[src/rtl/dtt_pkg.sv]
package dtt_pkg;

  // Direction chosen for the trim code at a strobe.
  typedef enum logic [1:0] {
    TRIM_HOLD = 2'd0,
    TRIM_UP   = 2'd1,
    TRIM_DOWN = 2'd2
  } trim_dir_e;

endpackage

[src/rtl/dtt_gate_edge.sv]
// Registers the gate level and flags its high-to-low transition.
module dtt_gate_edge (
  input  logic clk,
  input  logic rst_n,
  input  logic gate_i,
  output logic fall_o
);

  logic gate_q;
  logic gate_d;

  always_comb begin
    gate_d = gate_i;
  end

  always_ff @(posedge clk or negedge rst_n) begin
    if (!rst_n) begin
      gate_q <= 1'b0;
    end else begin
      gate_q <= gate_d;
    end
  end

  assign fall_o = gate_q & ~gate_i;

endmodule

[src/rtl/dtt_interval_meas.sv]
// Counts clock cycles from a gate fall to the first drain-high sample.
module dtt_interval_meas #(
  parameter int CNT_W       = 8,
  parameter int TIMEOUT_CYC = 250
) (
  input  logic             clk,
  input  logic             rst_n,
  input  logic             start_i,
  input  logic             drain_hi_i,
  input  logic             consume_i,
  output logic             ready_o,
  output logic [CNT_W-1:0] meas_o
);

  localparam logic [CNT_W-1:0] CNT_LAST = CNT_W'(TIMEOUT_CYC - 1);

  logic             run_q, run_d;
  logic [CNT_W-1:0] cnt_q, cnt_d;
  logic [CNT_W-1:0] meas_q, meas_d;
  logic             rdy_q, rdy_d;
  logic             cnt_en, meas_en;
  logic             capture;
  logic             expire;

  always_comb begin
    capture = run_q & drain_hi_i & ~start_i;
    expire  = run_q & ~drain_hi_i & ~start_i & (cnt_q == CNT_LAST);
    cnt_en  = start_i | run_q;
    meas_en = capture;

    run_d = run_q;
    if (start_i) begin
      run_d = 1'b1;
    end else if (capture || expire) begin
      run_d = 1'b0;
    end

    cnt_d = cnt_q;
    if (start_i) begin
      cnt_d = '0;
    end else if (run_q && !capture && !expire) begin
      cnt_d = cnt_q + 1'b1;
    end

    meas_d = cnt_q + 1'b1;

    rdy_d = rdy_q;
    if (capture) begin
      rdy_d = 1'b1;
    end else if (start_i || consume_i) begin
      rdy_d = 1'b0;
    end
  end

  always_ff @(posedge clk or negedge rst_n) begin
    if (!rst_n) begin
      run_q <= 1'b0;
      rdy_q <= 1'b0;
    end else begin
      run_q <= run_d;
      rdy_q <= rdy_d;
    end
  end

  always_ff @(posedge clk or negedge rst_n) begin
    if (!rst_n) begin
      cnt_q <= '0;
    end else if (cnt_en) begin
      cnt_q <= cnt_d;
    end
  end

  always_ff @(posedge clk or negedge rst_n) begin
    if (!rst_n) begin
      meas_q <= '0;
    end else if (meas_en) begin
      meas_q <= meas_d;
    end
  end

  assign ready_o = rdy_q;
  assign meas_o  = meas_q;


  meas_hold_chk: assert property (@(posedge clk) disable iff (!rst_n)
    !$past(drain_hi_i) |-> $stable(meas_o));


  cnt_window_chk: assert property (@(posedge clk) disable iff (!rst_n)
    run_q |-> (int'(cnt_q) < TIMEOUT_CYC));


  meas_range_chk: assert property (@(posedge clk) disable iff (!rst_n)
    $rose(ready_o) |-> (int'(meas_o) >= 1 && int'(meas_o) <= TIMEOUT_CYC));

endmodule

[src/rtl/dtt_trim_step.sv]
// Compares a pending measurement with the target band and steps a
// saturating trim code.
module dtt_trim_step
  import dtt_pkg::*;
#(
  parameter int CODE_W     = 4,
  parameter int CNT_W      = 8,
  parameter int TARGET_CYC = 50,
  parameter int HYST_CYC   = 5
) (
  input  logic              clk,
  input  logic              rst_n,
  input  logic              strobe_i,
  input  logic              ready_i,
  input  logic [CNT_W-1:0]  meas_i,
  output logic [CODE_W-1:0] code_o
);

  localparam logic [CODE_W-1:0] CODE_MAX = {CODE_W{1'b1}};
  localparam logic [CODE_W-1:0] CODE_MID = CODE_W'(1 << (CODE_W - 1));
  localparam logic [CNT_W-1:0]  HI_LIM   = CNT_W'(TARGET_CYC);
  localparam logic [CNT_W-1:0]  LO_LIM   = CNT_W'(TARGET_CYC - HYST_CYC);

  trim_dir_e         dir;
  logic [CODE_W-1:0] code_q, code_d;
  logic              code_en;
  logic              apply;

  always_comb begin
    apply = strobe_i & ready_i;
    dir   = TRIM_HOLD;
    if (apply) begin
      if (meas_i > HI_LIM) begin
        dir = TRIM_UP;
      end else if (meas_i < LO_LIM) begin
        dir = TRIM_DOWN;
      end
    end

    code_d = code_q;
    unique case (dir)
      TRIM_UP:   if (code_q != CODE_MAX) code_d = code_q + 1'b1;
      TRIM_DOWN: if (code_q != '0)       code_d = code_q - 1'b1;
      default:   code_d = code_q;
    endcase
    code_en = (dir != TRIM_HOLD);
  end

  always_ff @(posedge clk or negedge rst_n) begin
    if (!rst_n) begin
      code_q <= CODE_MID;
    end else if (code_en) begin
      code_q <= code_d;
    end
  end

  assign code_o = code_q;


  strobe_only_chk: assert property (@(posedge clk) disable iff (!rst_n)
    !$past(strobe_i && ready_i) |-> $stable(code_o));


  one_step_chk: assert property (@(posedge clk) disable iff (!rst_n)
    !$stable(code_o) |->
      (int'(code_o) == int'($past(code_o)) + 1 || int'(code_o) + 1 == int'($past(code_o))));


  no_wrap_chk: assert property (@(posedge clk) disable iff (!rst_n)
    ($past(code_o) == CODE_MAX |-> code_o != '0) and ($past(code_o) == '0 |-> code_o != CODE_MAX));


  step_up_chk: assert property (@(posedge clk) disable iff (!rst_n)
    (strobe_i && ready_i && meas_i > HI_LIM && code_o != CODE_MAX) |=>
      int'(code_o) == int'($past(code_o)) + 1);


  band_hold_chk: assert property (@(posedge clk) disable iff (!rst_n)
    (strobe_i && ready_i && meas_i >= LO_LIM && meas_i <= HI_LIM) |=> $stable(code_o));

endmodule

[src/rtl/dtt_trim_top.sv]
module dtt_trim_top #(
  parameter int CODE_W      = 4,
  parameter int TARGET_CYC  = 50,
  parameter int HYST_CYC    = 5,
  parameter int TIMEOUT_CYC = 250,
  localparam int CNT_W      = $clog2(TIMEOUT_CYC + 1)
) (
  input  logic              clk,
  input  logic              rst_n,
  input  logic              gate_on,
  input  logic              drain_hi,
  input  logic              cyc_valid,
  output logic [CODE_W-1:0] trim_code,
  output logic [CNT_W-1:0]  dead_meas
);

  logic [1:0]       rst_pipe;
  logic             rst_int_n;
  logic             gate_fall;
  logic             meas_ready;
  logic [CNT_W-1:0] meas_val;

  // Reset asserts at once and leaves on a clock edge.
  always_ff @(posedge clk or negedge rst_n) begin
    if (!rst_n) begin
      rst_pipe <= 2'b00;
    end else begin
      rst_pipe <= {rst_pipe[0], 1'b1};
    end
  end
  assign rst_int_n = rst_pipe[1];

  dtt_gate_edge u_edge (
    .clk    (clk),
    .rst_n  (rst_int_n),
    .gate_i (gate_on),
    .fall_o (gate_fall)
  );

  dtt_interval_meas #(
    .CNT_W       (CNT_W),
    .TIMEOUT_CYC (TIMEOUT_CYC)
  ) u_meas (
    .clk        (clk),
    .rst_n      (rst_int_n),
    .start_i    (gate_fall),
    .drain_hi_i (drain_hi),
    .consume_i  (cyc_valid),
    .ready_o    (meas_ready),
    .meas_o     (meas_val)
  );

  dtt_trim_step #(
    .CODE_W     (CODE_W),
    .CNT_W      (CNT_W),
    .TARGET_CYC (TARGET_CYC),
    .HYST_CYC   (HYST_CYC)
  ) u_step (
    .clk      (clk),
    .rst_n    (rst_int_n),
    .strobe_i (cyc_valid),
    .ready_i  (meas_ready),
    .meas_i   (meas_val),
    .code_o   (trim_code)
  );

  assign dead_meas = meas_val;


  single_use_chk: assert property (@(posedge clk) disable iff (!rst_int_n)
    ($past(cyc_valid) && !$past(drain_hi)) |-> !meas_ready);

  initial begin
    if (HYST_CYC >= TARGET_CYC || TIMEOUT_CYC <= TARGET_CYC) begin
      $display("dtt_trim_top: parameter set out of range");
    end
  end

endmodule

[config.mk]
export PLATFORM = sky130hd
export DESIGN_NAME = dtt_trim_top
export DESIGN_NICKNAME = d
export VERILOG_FILES = /design/src/rtl/dtt_pkg.sv /design/src/rtl/dtt_gate_edge.sv /design/src/rtl/dtt_interval_meas.sv /design/src/rtl/dtt_trim_step.sv /design/src/rtl/dtt_trim_top.sv
export SDC_FILE = /design/constraint.sdc
export NUM_CORES = 1
export LEC_CHECK = 0
export ABC_AREA = 1
export BUFFER_PORTS_ARGS = -buffer_cell sky130_fd_sc_hd__buf_4
export CAP_MARGIN = 20
export CORE_MARGIN = 1.5
export CORE_UTILIZATION = 51
export CTS_BUF_LIST = sky130_fd_sc_hd__clkbuf_16
export DETAILED_ROUTE_END_ITERATION = 12
export PLACE_DENSITY = 0.74
export SETUP_SLACK_MARGIN = 0.1
export SYNTH_ARGS = -nofsm -noshare
export SYNTH_HDL_FRONTEND = slang
export SYNTH_HIERARCHICAL = 1
export SYNTH_SLANG_ARGS = --single-unit
[constraint.sdc]
create_clock -name clk -period 0.8 [get_ports clk]
set_clock_uncertainty 0.15 [all_clocks]
set_input_delay 0.08 -clock clk [delete_from_list [all_inputs] [get_ports clk]]
set_output_delay 0.08 -clock clk [all_outputs]
set_load 0.005 [all_outputs]
==> metrics.md, run 1 <==
| Metric | Value |
|---|---|
| Clock sink count | 25 |
| Synth Warn # | 6 |
| Post-synthesis register bit count | 25 |
| Synth cell count leaders | nand2_1 (47), dfrtp_1 (24), inv_1 (19), nand3_1 (14), nor2_1 (10) |
| Synthesized Nets | 178 |
| Halt Stage | global routing (5_1_grt) |
| FFs w/ async S/R, synth | 100% |
| Post-DP HPWL | 2650 um |
| Error msg | [ERROR DPL-0038] Utilization greater than 100%, impossible to legalize |
| Main area contributors after synthesis | dfrtp_1 (42%), nand2_1 (12%), inv_1 (5.0%), nand3_1 (5.0%), ha_1 (3.5%) |
| Port Buffers | 16 |
| Sequential element share of the synthesized area | 44.3% |
| FP Rows | 18 |
| Initial Utilization | 55.6% |
| Worst EP post-GRT repair | u_step/code_o[3]$_DFFE_PN1P_/D |
| Ports | 17 |
| Worst EP kind | register input |
| DP Worst Slack | -1030 ps |
| Root buf cell | clkbuf_16 |
| Num CTS Buffers | 3 |
| Count leader, synth | nand2_1 |
| Top_reg_cell synth | dfrtp_1 |
| Synth Instances | 168 |
| Die width | 55.7 um |
| CTS H-tree depth | 1 |
| Area share of the largest cell type after synthesis | 42.5% |
| Yosys cell types | 31 |
| Synth Cell Area | 1410 um^2 |
| Clock Tree Buf Depth | 2 |
| Status | aborted with a tool error |
| Largest net degree at the start of global routing | 20 |
| Die Height | 55.7 um |
| Routability congestion estimate | 0.892 |
| Post-synth EDFFs | 0 |
| Syn avg cell area | 8.42 um^2 |
| Yosys top cell by area | dfrtp_1 |
-- kinds of logic after synthesis --
| kind of cell | after synthesis | share of synthesized area, % |
|---|---|---|
| AO/OA/AOI/OAI | 16 | 7.08 |
| AND/OR/NAND/NOR | 93 | 34.4 |
| XOR/XNOR | 3 | 1.86 |
| buffers and inverters | 25 | 7.08 |
| adder cells (fa/ha/maj) | 5 | 4.96 |
| other | 1 | 0.265 |
| flip-flops | 25 | 44.3 |
-- what timing repair did --
item	4_1_cts
hold buffers	1
pin swaps	25
cloned	0
buffers inserted	19
endpoints found under the hold margin	7
resized for setup	57
endpoints found under the setup margin	34
-- metrics by stage --
| step | utilization (%) | instance area (um^2) | cells |
|---|---|---|---|
| 4_1_cts | 95.7 | 2440 | 270 |
| 3_5_place_dp | 78.3 | 1990 | 248 |
| 2_1_floorplan | - | 1550 | 168 |
| 3_3_place_gp | 78.3 | 1990 | 248 |
==> run 2: changes to the inputs <==
--- a/config.mk
+++ b/config.mk
@@ -8,12 +8,10 @@
 export ABC_AREA = 1
 export BUFFER_PORTS_ARGS = -buffer_cell sky130_fd_sc_hd__buf_4
 export CAP_MARGIN = 20
-export CORE_MARGIN = 1.5
-export CORE_UTILIZATION = 51
-export CTS_BUF_LIST = sky130_fd_sc_hd__clkbuf_16
+export CORE_AREA = 2 2 63 65
 export DETAILED_ROUTE_END_ITERATION = 12
-export PLACE_DENSITY = 0.74
-export SETUP_SLACK_MARGIN = 0.1
+export DIE_AREA = 0 0 65 67
+export PLACE_DENSITY_LB_ADDON = 0.15
 export SYNTH_ARGS = -nofsm -noshare
 export SYNTH_HDL_FRONTEND = slang
 export SYNTH_HIERARCHICAL = 1
==> constraint.sdc (replaced) <==
create_clock -name clk -period 1.04 [get_ports clk]
set_clock_uncertainty 0.15 [all_clocks]
set_input_delay 0.104 -clock clk [delete_from_list [all_inputs] [get_ports clk]]
set_output_delay 0.104 -clock clk [all_outputs]
set_load 0.005 [all_outputs]
==> run 2 against run 1 <==
- synthesized cell count unchanged
- synthesized area unchanged
- the flow now finishes, with violations (hold timing, setup timing)
==> metrics.md, run 2 <==
| Metric | Value |
|---|---|
| Fmax | 531 MHz |
| Met3 wire len | 96 um |
| Placed Instances | 272 |
| Clock Tree Buf Depth | 2 |
| Setup WS post-layout | -845 ps |
| Initial Utilization | 39.2% |
| Most frequent cells in the layout | buf_4 (46), buf_6 (33), nand2_1 (31) |
| Clock sink count | 25 |
| Area of the multi-input gates | 945 um^2 |
| Die area | 4360 um^2 |
| First-pass GRT wire length | 6500 um |
| Fin crit share | 181% |
| Sequential element share of the synthesized area | 44.3% |
| Area Growth Syn to Fin | 79.6% |
| Post-DP HPWL | 2550 um |
| Vias post-DR | 1442 |
| CTS H-tree depth | 1 |
| Fin cells | 302 |
| Share of cells above drive strength 1 | 62.6% |
| Count leader, synth | nand2_1 |
| Vias per inst | 4.77 |
| Worst Path Max Fanout | 3 |
| Root buf cell | clkbuf_8 |
| Crit Reg-Reg Endpoint | u_step/code_o[3] |
| WL met2 | 2270 um |
| # DRC | 0 |
| All-layer global routing usage | 19.5% |
| Die Height | 67 um |
| RSZ-0062 raised after global routing | yes |
| Largest net degree at the start of global routing | 16 |
| Synth Warn # | 6 |
| Yosys cell types | 31 |
| Crit path DAT | 1940 ps |
| Launch point of the worst reg-to-reg path | u_meas/meas_o[4] |
| Crit path required time | 1100 ps |
| Worst r2r path cells | 13 |
| Crit Path Category | flop to flop |
| Num CTS Buffers | 3 |
| First-iteration detailed-routing DRC count | 72 |
| Worst Setup End Kind | flop |
| Syn avg cell area | 8.42 um^2 |
| Violated checks | hold timing, setup timing |
| Startpoint Class | flop |
| Area share of the largest cell type after synthesis | 42.5% |
| Max cap viols | 0 |
| CTS tree | yes |
| Final WL | 4070 um |
| Core Region | 3610 um^2 |
| R2r setup slk | -840 ps |
| Slowest stage cell on the critical path | dfrtp_1 |
| Top_reg_cell synth | dfrtp_1 |
| Synth Cell Area | 1410 um^2 |
| Top Metal Used | met4 |
| Final ANT Viol Nets | 0 |
| FFs w/ async S/R, synth | 100% |
| Most frequent CP cell | nand2_2 |
| Die width | 65 um |
| Post-synthesis register bit count | 25 |
| Status | complete, but fails checks |
| Count of final hold-check violations | 5 |
| FF+latch area | 629 um^2 |
| GRT overflow | 0 |
| Most common cell after layout, fill and taps aside | buf_4 |
| Leak | 1.21 nW |
| Initial antenna violation count | 0 |
| Pwr Total | 3.62 mW |
| Setup violators final | 33 |
| Critical path's largest stage delay | 420 ps |
| Ports | 17 |
| Synth cell count leaders | nand2_1 (47), dfrtp_1 (24), inv_1 (19), nand3_1 (14), nor2_1 (10) |
| Synth Instances | 168 |
| Post-layout min period | 1880 ps |
| Nets | 265 |
| Number of buffers inserted by hold repair at cts | 4 |
| Worst min path class | flop to async pin |
| Crit path from | u_meas/meas_o[4] |
| Port Buffers | 16 |
| Vias in the first global route | 1422 |
| Yosys top cell by area | dfrtp_1 |
| Ordered list of cells on the worst path | inv_1, nand2_2, nor2_4, nand2_2, nand3_4, inv_4, ha_4, a21oi_2, nand2_2, nand4_1, nand3_1, nand2_1, nand2_1 |
| Fillers | 259 |
| Routability congestion estimate | 0.814 |
| Slew Viols, Final | 0 |
| Hold Slack | -30.3 ps |
| Cell Pwr Density | 1430 nW/um^2 |
| Main area contributors after synthesis | dfrtp_1 (42%), nand2_1 (12%), inv_1 (5.0%), nand3_1 (5.0%), ha_1 (3.5%) |
| VDD IR-drop max | 562 uV |
| Worst Setup EP | u_step/code_o[3] |
| FP Rows | 22 |
| Diode count | 0 |
| Clock Latency Late Sink | 270 ps |
| DR pass1 iterations | 6 |
| Synthesized Nets | 178 |
| Metal1 wirelength | 1660 um |
| Post-synth EDFFs | 0 |
| Drt wl/cell | 13.5 um |
| CTS clk-pin slew, worst paths | 100 ps |
## run 2: final cells by class
type / count / area share (%)
multi-input combinational: 119 / 37.2
timing repair buffer: 83 / 29.8
sequential: 25 / 24.8
inverter: 23 / 3.94
tap: 48 / 2.36
clock buffer: 3 / 1.63
clock inverter: 1 / 0.296
## run 2: repair_timing
item,in CTS,in global routing
endpoints found under the setup margin,34,34
pin swaps,19,21
buffers inserted,10,17
gates cloned,1,0
endpoints found under the hold margin,9,5
resized for setup,37,40
## run 2: how the worst min path moves through the flow
stage | start | endpoint | slack (ps) | depth (start not counted)
final | rst_pipe[1] | u_meas/meas_o[2] | -30 | 0
after global routing | rst_pipe[1] | u_meas/meas_o[2] | -5 | 0
after CTS | rst_pipe[1] | u_meas/meas_o[2] | -20 | 0
after detailed placement | rst_n | rst_pipe[1] | -260 | 1
after global placement | rst_n | rst_pipe[0] | -260 | 1
after floorplan | rst_n | rst_pipe[0] | -340 | 0
## run 2: power by group
| part | total [mW] | internal [mW] | leakage (nW) | switching (mW) |
|---|---|---|---|---|
| Combinational | 1.74 | 1.02 | 0.871 | 0.721 |
| Clock | 0.601 | 0.272 | 0.0217 | 0.330 |
| Sequential | 1.28 | 1.13 | 0.319 | 0.154 |
## run 2: logic make-up after synthesis
family | synth area share [%]
buf+inv | 7.08
compound gates | 7.08
xor+xnor | 1.86
simple gates | 34.4
other cells | 0.265
fa+ha+maj | 4.96
flops | 44.3
## run 2: routing by layer
| metal | vias to the layer above | track usage, % |
|---|---|---|
| met4 | 0 | 5.59 |
| met1 | 701 | 23.2 |
| met5 | - | 0 |
| met3 | 6 | 2.03 |
| li1 | 708 | - |
| met2 | 27 | 37.0 |
## run 2: per-stage QoR
step / setup TNS, ps / cell area [um^2] / setup WS (ps) / utilization, %
global route: -11330 / 2540 / -945 / 70.4
global placement: -6630 / 2020 / -686 / 56.1
finish: -9760 / 2540 / -845 / 70.4
floorplan: -5560 / 1550 / -683 / -
detailed placement: -7030 / 2020 / -746 / 56.1
CTS: -9140 / 2330 / -761 / 64.6
## run 2: worst max-delay path: cells and delay by family (launching register included)
| family | cells | cell delay [ps] |
|---|---|---|
| buffers and inverters | 2 | 140 |
| AND/OR/NAND/NOR | 9 | 740 |
| AO/OA/AOI/OAI | 1 | 140 |
| flip-flops | 1 | 420 |
| adder cells (fa/ha/maj) | 1 | 240 |
Power figures use the tool's default switching activity.
==> run 3: changes to the inputs <==
--- a/config.mk
+++ b/config.mk
@@ -9,6 +9,7 @@
 export BUFFER_PORTS_ARGS = -buffer_cell sky130_fd_sc_hd__buf_4
 export CAP_MARGIN = 20
 export CORE_AREA = 2 2 63 65
+export CTS_BUF_LIST = sky130_fd_sc_hd__clkbuf_2
 export DETAILED_ROUTE_END_ITERATION = 12
 export DIE_AREA = 0 0 65 67
 export PLACE_DENSITY_LB_ADDON = 0.15
==> run 3 against run 2 <==
- combinational power shrank 3%
- clock power shrank 31%
- core utilization shrank 1.5 points
- cell count shrank 0.33%
- die area is the same
- fmax shrank 4.1%
- largest power group unchanged
- the run still ends with hold timing, setup timing left
- sequential cell count is the same
- sequential share of layout area grew 0.55 points
- critical path type unchanged
==> metrics.md, run 3 (synthesis gave the netlist of run 2 again) <==
| Metric | Value |
|---|---|
| Status | complete, but fails checks |
| Violated checks | hold timing, setup timing |
| FP Rows | 22 |
| R2r setup slk | -930 ps |
| Number of buffers inserted by hold repair at cts | 4 |
| VDD IR-drop max | 592 uV |
| Worst Setup EP | u_step/code_o[2] |
| CTS clk-pin slew, worst paths | 280 ps |
| Setup WS post-layout | -926 ps |
| Routability congestion estimate | 0.814 |
| Cell area after layout | 2480 um^2 |
| Final ANT Viol Nets | 0 |
| Startpoint Class | flop |
| Worst Setup End Kind | flop |
| Clock Tree Buf Depth | 2 |
| Most frequent cells in the layout | buf_4 (48), nand2_1 (31), buf_6 (30) |
| Die width | 65 um |
| Worst min path class | flop to async pin |
| Core Region | 3610 um^2 |
| CTS H-tree depth | 1 |
| Largest net degree at the start of global routing | 16 |
| CTS tree | yes |
| Leak | 1.19 nW |
| Crit Path Category | flop to flop |
| Diode count | 0 |
| Crit path DAT | 2090 ps |
| First-iteration detailed-routing DRC count | 86 |
| Drt wl/cell | 12.8 um |
| DP Area | 2020 um^2 |
| Area Growth Syn to Fin | 75.8% |
| Share of cells above drive strength 1 | 60.5% |
| Worst r2r path cells | 10 |
| Worst Path Max Fanout | 3 |
| First-pass GRT wire length | 6540 um |
| Clock Latency Late Sink | 370 ps |
| Initial antenna violation count | 0 |
| DP Worst Slack | -746 ps |
| Hold Slack | -29.2 ps |
| Clock sink count | 25 |
| Crit path required time | 1160 ps |
| Count of final hold-check violations | 6 |
| Setup Total Neg Slack | -11790 ps |
| Cell Pwr Density | 1360 nW/um^2 |
| Die Height | 67 um |
| Fin crit share | 189% |
| Launch point of the worst reg-to-reg path | u_meas/meas_o[7] |
| Port Buffers | 16 |
| Final WL | 3860 um |
| Crit path from | u_meas/meas_o[7] |
| Vias per inst | 4.66 |
| Post-layout min period | 1970 ps |
| Vias post-DR | 1402 |
| GRT overflow | 0 |
| DR pass1 iterations | 4 |
| Root buf cell | clkbuf_2 |
| Setup violators final | 34 |
| Max cap viols | 0 |
| All-layer global routing usage | 19.5% |
| # DRC | 0 |
| Vias in the first global route | 1425 |
| Initial Utilization | 39.2% |
| Most common cell after layout, fill and taps aside | buf_4 |
| Nets | 264 |
| Num CTS Buffers | 3 |
| Die area | 4360 um^2 |
| Fillers | 266 |
| RSZ-0062 raised after global routing | yes |
| Crit Reg-Reg Endpoint | u_step/code_o[2] |
| Fmax | 509 MHz |
| Post-DP HPWL | 2550 um |
| Slew Viols, Final | 0 |
| Ports | 17 |
run 3: cell count changes in the layout (fill, tap and decap cells not counted), moves of 2 or more:
| cell | previous run | this run |
|---|---|---|
| nor2_4 | 7 | 5 |
| buf_4 | 46 | 48 |
| clkbuf_8 | 3 | 0 |
| inv_1 | 12 | 14 |
| nor2_2 | 3 | 5 |
| clkbuf_2 | 0 | 3 |
| buf_6 | 33 | 30 |
run 3: worst max-delay path, stage by stage, from the launching register on:
cell     delay [ps]
dfrtp_1         470
nor2_2          150
nand2_2          90
inv_4            70
nand3_4          70
buf_4           140
buf_6           110
fa_2            370
xnor2_2         140
nand2_1          50
o21ai_1          60
run 3: what timing repair did:
item | in CTS | in global routing
setup buffers | 14 | 14
gates resized for setup | 34 | 36
gates cloned | 1 | 0
endpoints found under the setup margin | 34 | 34
pin swaps | 19 | 27
hold endpoints to repair | 9 | 6
run 3: how the worst min path moves through the flow:
stage                        to  cells past startpoint
4_1_cts        u_meas/meas_o[2]                      0
3_5_place_dp        rst_pipe[1]                      1
3_3_place_gp        rst_pipe[0]                      1
5_1_grt          u_meas/ready_o                      4
6_report       u_meas/meas_o[2]                      0
2_1_floorplan       rst_pipe[0]                      0
run 3: final cells by class:
class | instances | area [um^2] | area share, %
Clock buffer | 3 | 15.0 | 0.604
Clock inverter | 1 | 7.51 | 0.302
Inverter | 23 | 98.8 | 3.98
Multi-Input combinational cell | 119 | 936 | 37.7
Sequential cell | 25 | 629 | 25.3
Tap cell | 48 | 60.1 | 2.42
Timing Repair Buffer | 82 | 738 | 29.7
run 3: layer usage:
layer / global-route usage [%] / routed length (um) / vias up
met1: 23.8 / 1610 / 675
met4: 5.59 / 17 / 0
met5: 0 / 0 / -
met3: 2.03 / 101 / 2
li1: - / - / 704
met2: 36.0 / 2130 / 21
run 3: where the power goes:
| group | switching, mW | internal [mW] |
|---|---|---|
| sequential | 0.151 | 1.13 |
| combinational | 0.681 | 1.01 |
| clock | 0.323 | 0.0892 |
run 3: per-stage QoR:
step,power [mW],cells,utilization (%),hold WS [ps]
after global placement,2.49,272,56.1,-265
final,3.38,301,68.9,-29.2
after detailed placement,2.53,272,56.1,-263
after CTS,3.29,293,64.3,-13.9
after global routing,3.61,301,68.9,-12.2
after floorplan,1.86,168,-,-342
==> run 4: changes to the inputs <==
--- a/config.mk
+++ b/config.mk
@@ -13,6 +13,7 @@
 export DETAILED_ROUTE_END_ITERATION = 12
 export DIE_AREA = 0 0 65 67
 export PLACE_DENSITY_LB_ADDON = 0.15
+export REMOVE_ABC_BUFFERS = 1
 export SYNTH_ARGS = -nofsm -noshare
 export SYNTH_HDL_FRONTEND = slang
 export SYNTH_HIERARCHICAL = 1
==> run 4 against run 3 <==
- the run still ends with hold timing, setup timing left
- design area shrank 1.2%
- sequential share of layout area grew 0.30 points
- routed wire length up 3.1%
- sequential cell count did not move
- register-to-register slack improved by 140 ps
- fmax rose by 7.6%
- global-route usage is 0.25 points lower
- power about the same
- worst hold slack worse by 25 ps
- die area unchanged
- combinational power is essentially flat
==> metrics.md, run 4 (synthesis gave the netlist of run 2 again) <==
| Metric | Value |
|---|---|
| Status | complete, but fails checks |
| Violated checks | hold timing, setup timing |
| Slew Viols, Final | 0 |
| Crit path DAT | 1940 ps |
| Vias post-DR | 1391 |
| DR pass1 iterations | 4 |
| Worst r2r path cells | 9 |
| Crit path from | u_meas/meas_o[7] |
| Max cap viols | 0 |
| Critical Path Stages | 9 |
| Post-layout min period | 1830 ps |
| Die Height | 67 um |
| Crit path required time | 1150 ps |
| Placed Instances | 272 |
| Setup violators final | 34 |
| # DRC | 0 |
| Initial antenna violation count | 0 |
| Diode count | 0 |
| Fin crit share | 176% |
| Worst min path class | input pin to flop |
| Top delay family on crit path | flip-flops |
| Crit Reg-Reg Endpoint | u_step/code_o[2] |
| Root buf cell | clkbuf_2 |
| All-layer global routing usage | 19.2% |
| Die width | 65 um |
| R2r setup slk | -790 ps |
| Critical path's largest stage delay | 460 ps |
| Area Growth Syn to Fin | 73.7% |
| Worst Path Max Fanout | 3 |
| Cell area after layout | 2460 um^2 |
| Vias per inst | 4.62 |
| Setup WS post-layout | -787 ps |
| Routability congestion estimate | 0.759 |
| Share of cells above drive strength 1 | 60.5% |
| Fmax | 547 MHz |
| Drt wl/cell | 13.2 um |
| Ordered list of cells on the worst path | nor2_2, nand2_1, clkinv_2, nand3_4, buf_4, fa_2, xnor2_2, nand2_1, o21ai_1 |
| Clock Latency Late Sink | 330 ps |
| Vias in the first global route | 1378 |
| Final ANT Viol Nets | 0 |
| RSZ-0062 raised after global routing | yes |
| Startpoint Class | flop |
| Most frequent CP cell | nand2_1 |
| Area of the multi-input gates | 897 um^2 |
| First-pass GRT wire length | 6310 um |
| CTS tree | yes |
| Die area | 4360 um^2 |
| VDD IR-drop max | 542 uV |
| Initial Utilization | 39.2% |
| CTS clk-pin slew, worst paths | 230 ps |
| Launch point of the worst reg-to-reg path | u_meas/meas_o[7] |
| Cell Pwr Density | 1380 nW/um^2 |
| Most frequent cells in the layout | buf_4 (50), nand2_1 (32), buf_6 (25) |
| Worst Setup End Kind | flop |
| Final WL | 3980 um |
| Number of buffers inserted by hold repair at cts | 4 |
| Post-DP HPWL | 2470 um |
| Clock sink count | 25 |
| Ports | 17 |
| Fin cells | 301 |
| Port Buffers | 16 |
| Slowest stage cell on the critical path | dfrtp_1 |
| CTS H-tree depth | 1 |
| Nets | 264 |
| Most common cell after layout, fill and taps aside | buf_4 |
| Hold Slack | -54.5 ps |
| Leak | 1.19 nW |
| Hold depth | 4 |
| Count of final hold-check violations | 9 |
| Largest net degree at the start of global routing | 14 |
| Worst Setup EP | u_step/code_o[2] |
| Fillers | 296 |
| GRT overflow | 0 |
| Crit Path Category | flop to flop |
| FF+latch area | 629 um^2 |
| FP Rows | 22 |
| CP bufs+invs | 2 |
| Core Region | 3610 um^2 |
| Clock Tree Buf Depth | 2 |
| DP Area | 1910 um^2 |
| First-iteration detailed-routing DRC count | 51 |
| Num CTS Buffers | 3 |
-- run 4: metrics by stage --
| step | utilization, % | setup TNS [ps] | total power [mW] | setup slack, ps | hold WS [ps] |
|---|---|---|---|---|---|
| 2_1_floorplan | - | -7530 | 1.77 | -770 | -342 |
| 3_3_place_gp | 53.0 | -7350 | 2.44 | -729 | -263 |
| 3_5_place_dp | 53.0 | -8090 | 2.46 | -825 | -261 |
| 4_1_cts | 62.8 | -10890 | 3.20 | -735 | -83.9 |
| 5_1_grt | 68.1 | -14220 | 3.63 | -929 | -82.1 |
| 6_report | 68.1 | -11820 | 3.38 | -787 | -54.5 |
-- run 4: tightest hold or removal path, stage by stage --
cell,delay [ps]
buf_4,90
nor2_2,50
nand3_4,130
o21ai_2,60
-- run 4: timing repair --
action,4_1_cts,5_1_grt
resized for setup,56,31
hold endpoints to repair,13,9
pin swaps,15,15
endpoints found under the setup margin,34,34
gates cloned,1,1
setup buffers,12,13
-- run 4: area by class of cell --
class,count,area share (%)
timing repair buffer,82,30.8
sequential,25,25.6
multi-input combinational,119,36.5
clock buffer,4,0.815
tap,48,2.45
inverter,23,3.77
-- run 4: per-layer routing --
| metal | track usage, % | up-vias | routed length, um |
|---|---|---|---|
| met5 | 0 | - | 0 |
| met1 | 22.2 | 670 | 1660 |
| met4 | 6.91 | 0 | 68 |
| met3 | 2.20 | 6 | 59 |
| li1 | - | 702 | - |
| met2 | 36.3 | 13 | 2190 |
-- run 4: worst min-delay path by stage --
stage / start / end / slack (ps)
floorplan: rst_n / rst_pipe[0] / -340
global placement: rst_n / rst_pipe[0] / -260
detailed placement: rst_n / rst_pipe[0] / -260
CTS: drain_hi / u_meas/cnt_q[4] / -80
global route: drain_hi / u_meas/cnt_q[4] / -80
finish: drain_hi / u_meas/cnt_q[0] / -50
-- run 4: report_power, final --
group / internal [mW] / switching, mW
Sequential: 1.13 / 0.155
Clock: 0.102 / 0.284
Combinational: 1.02 / 0.694
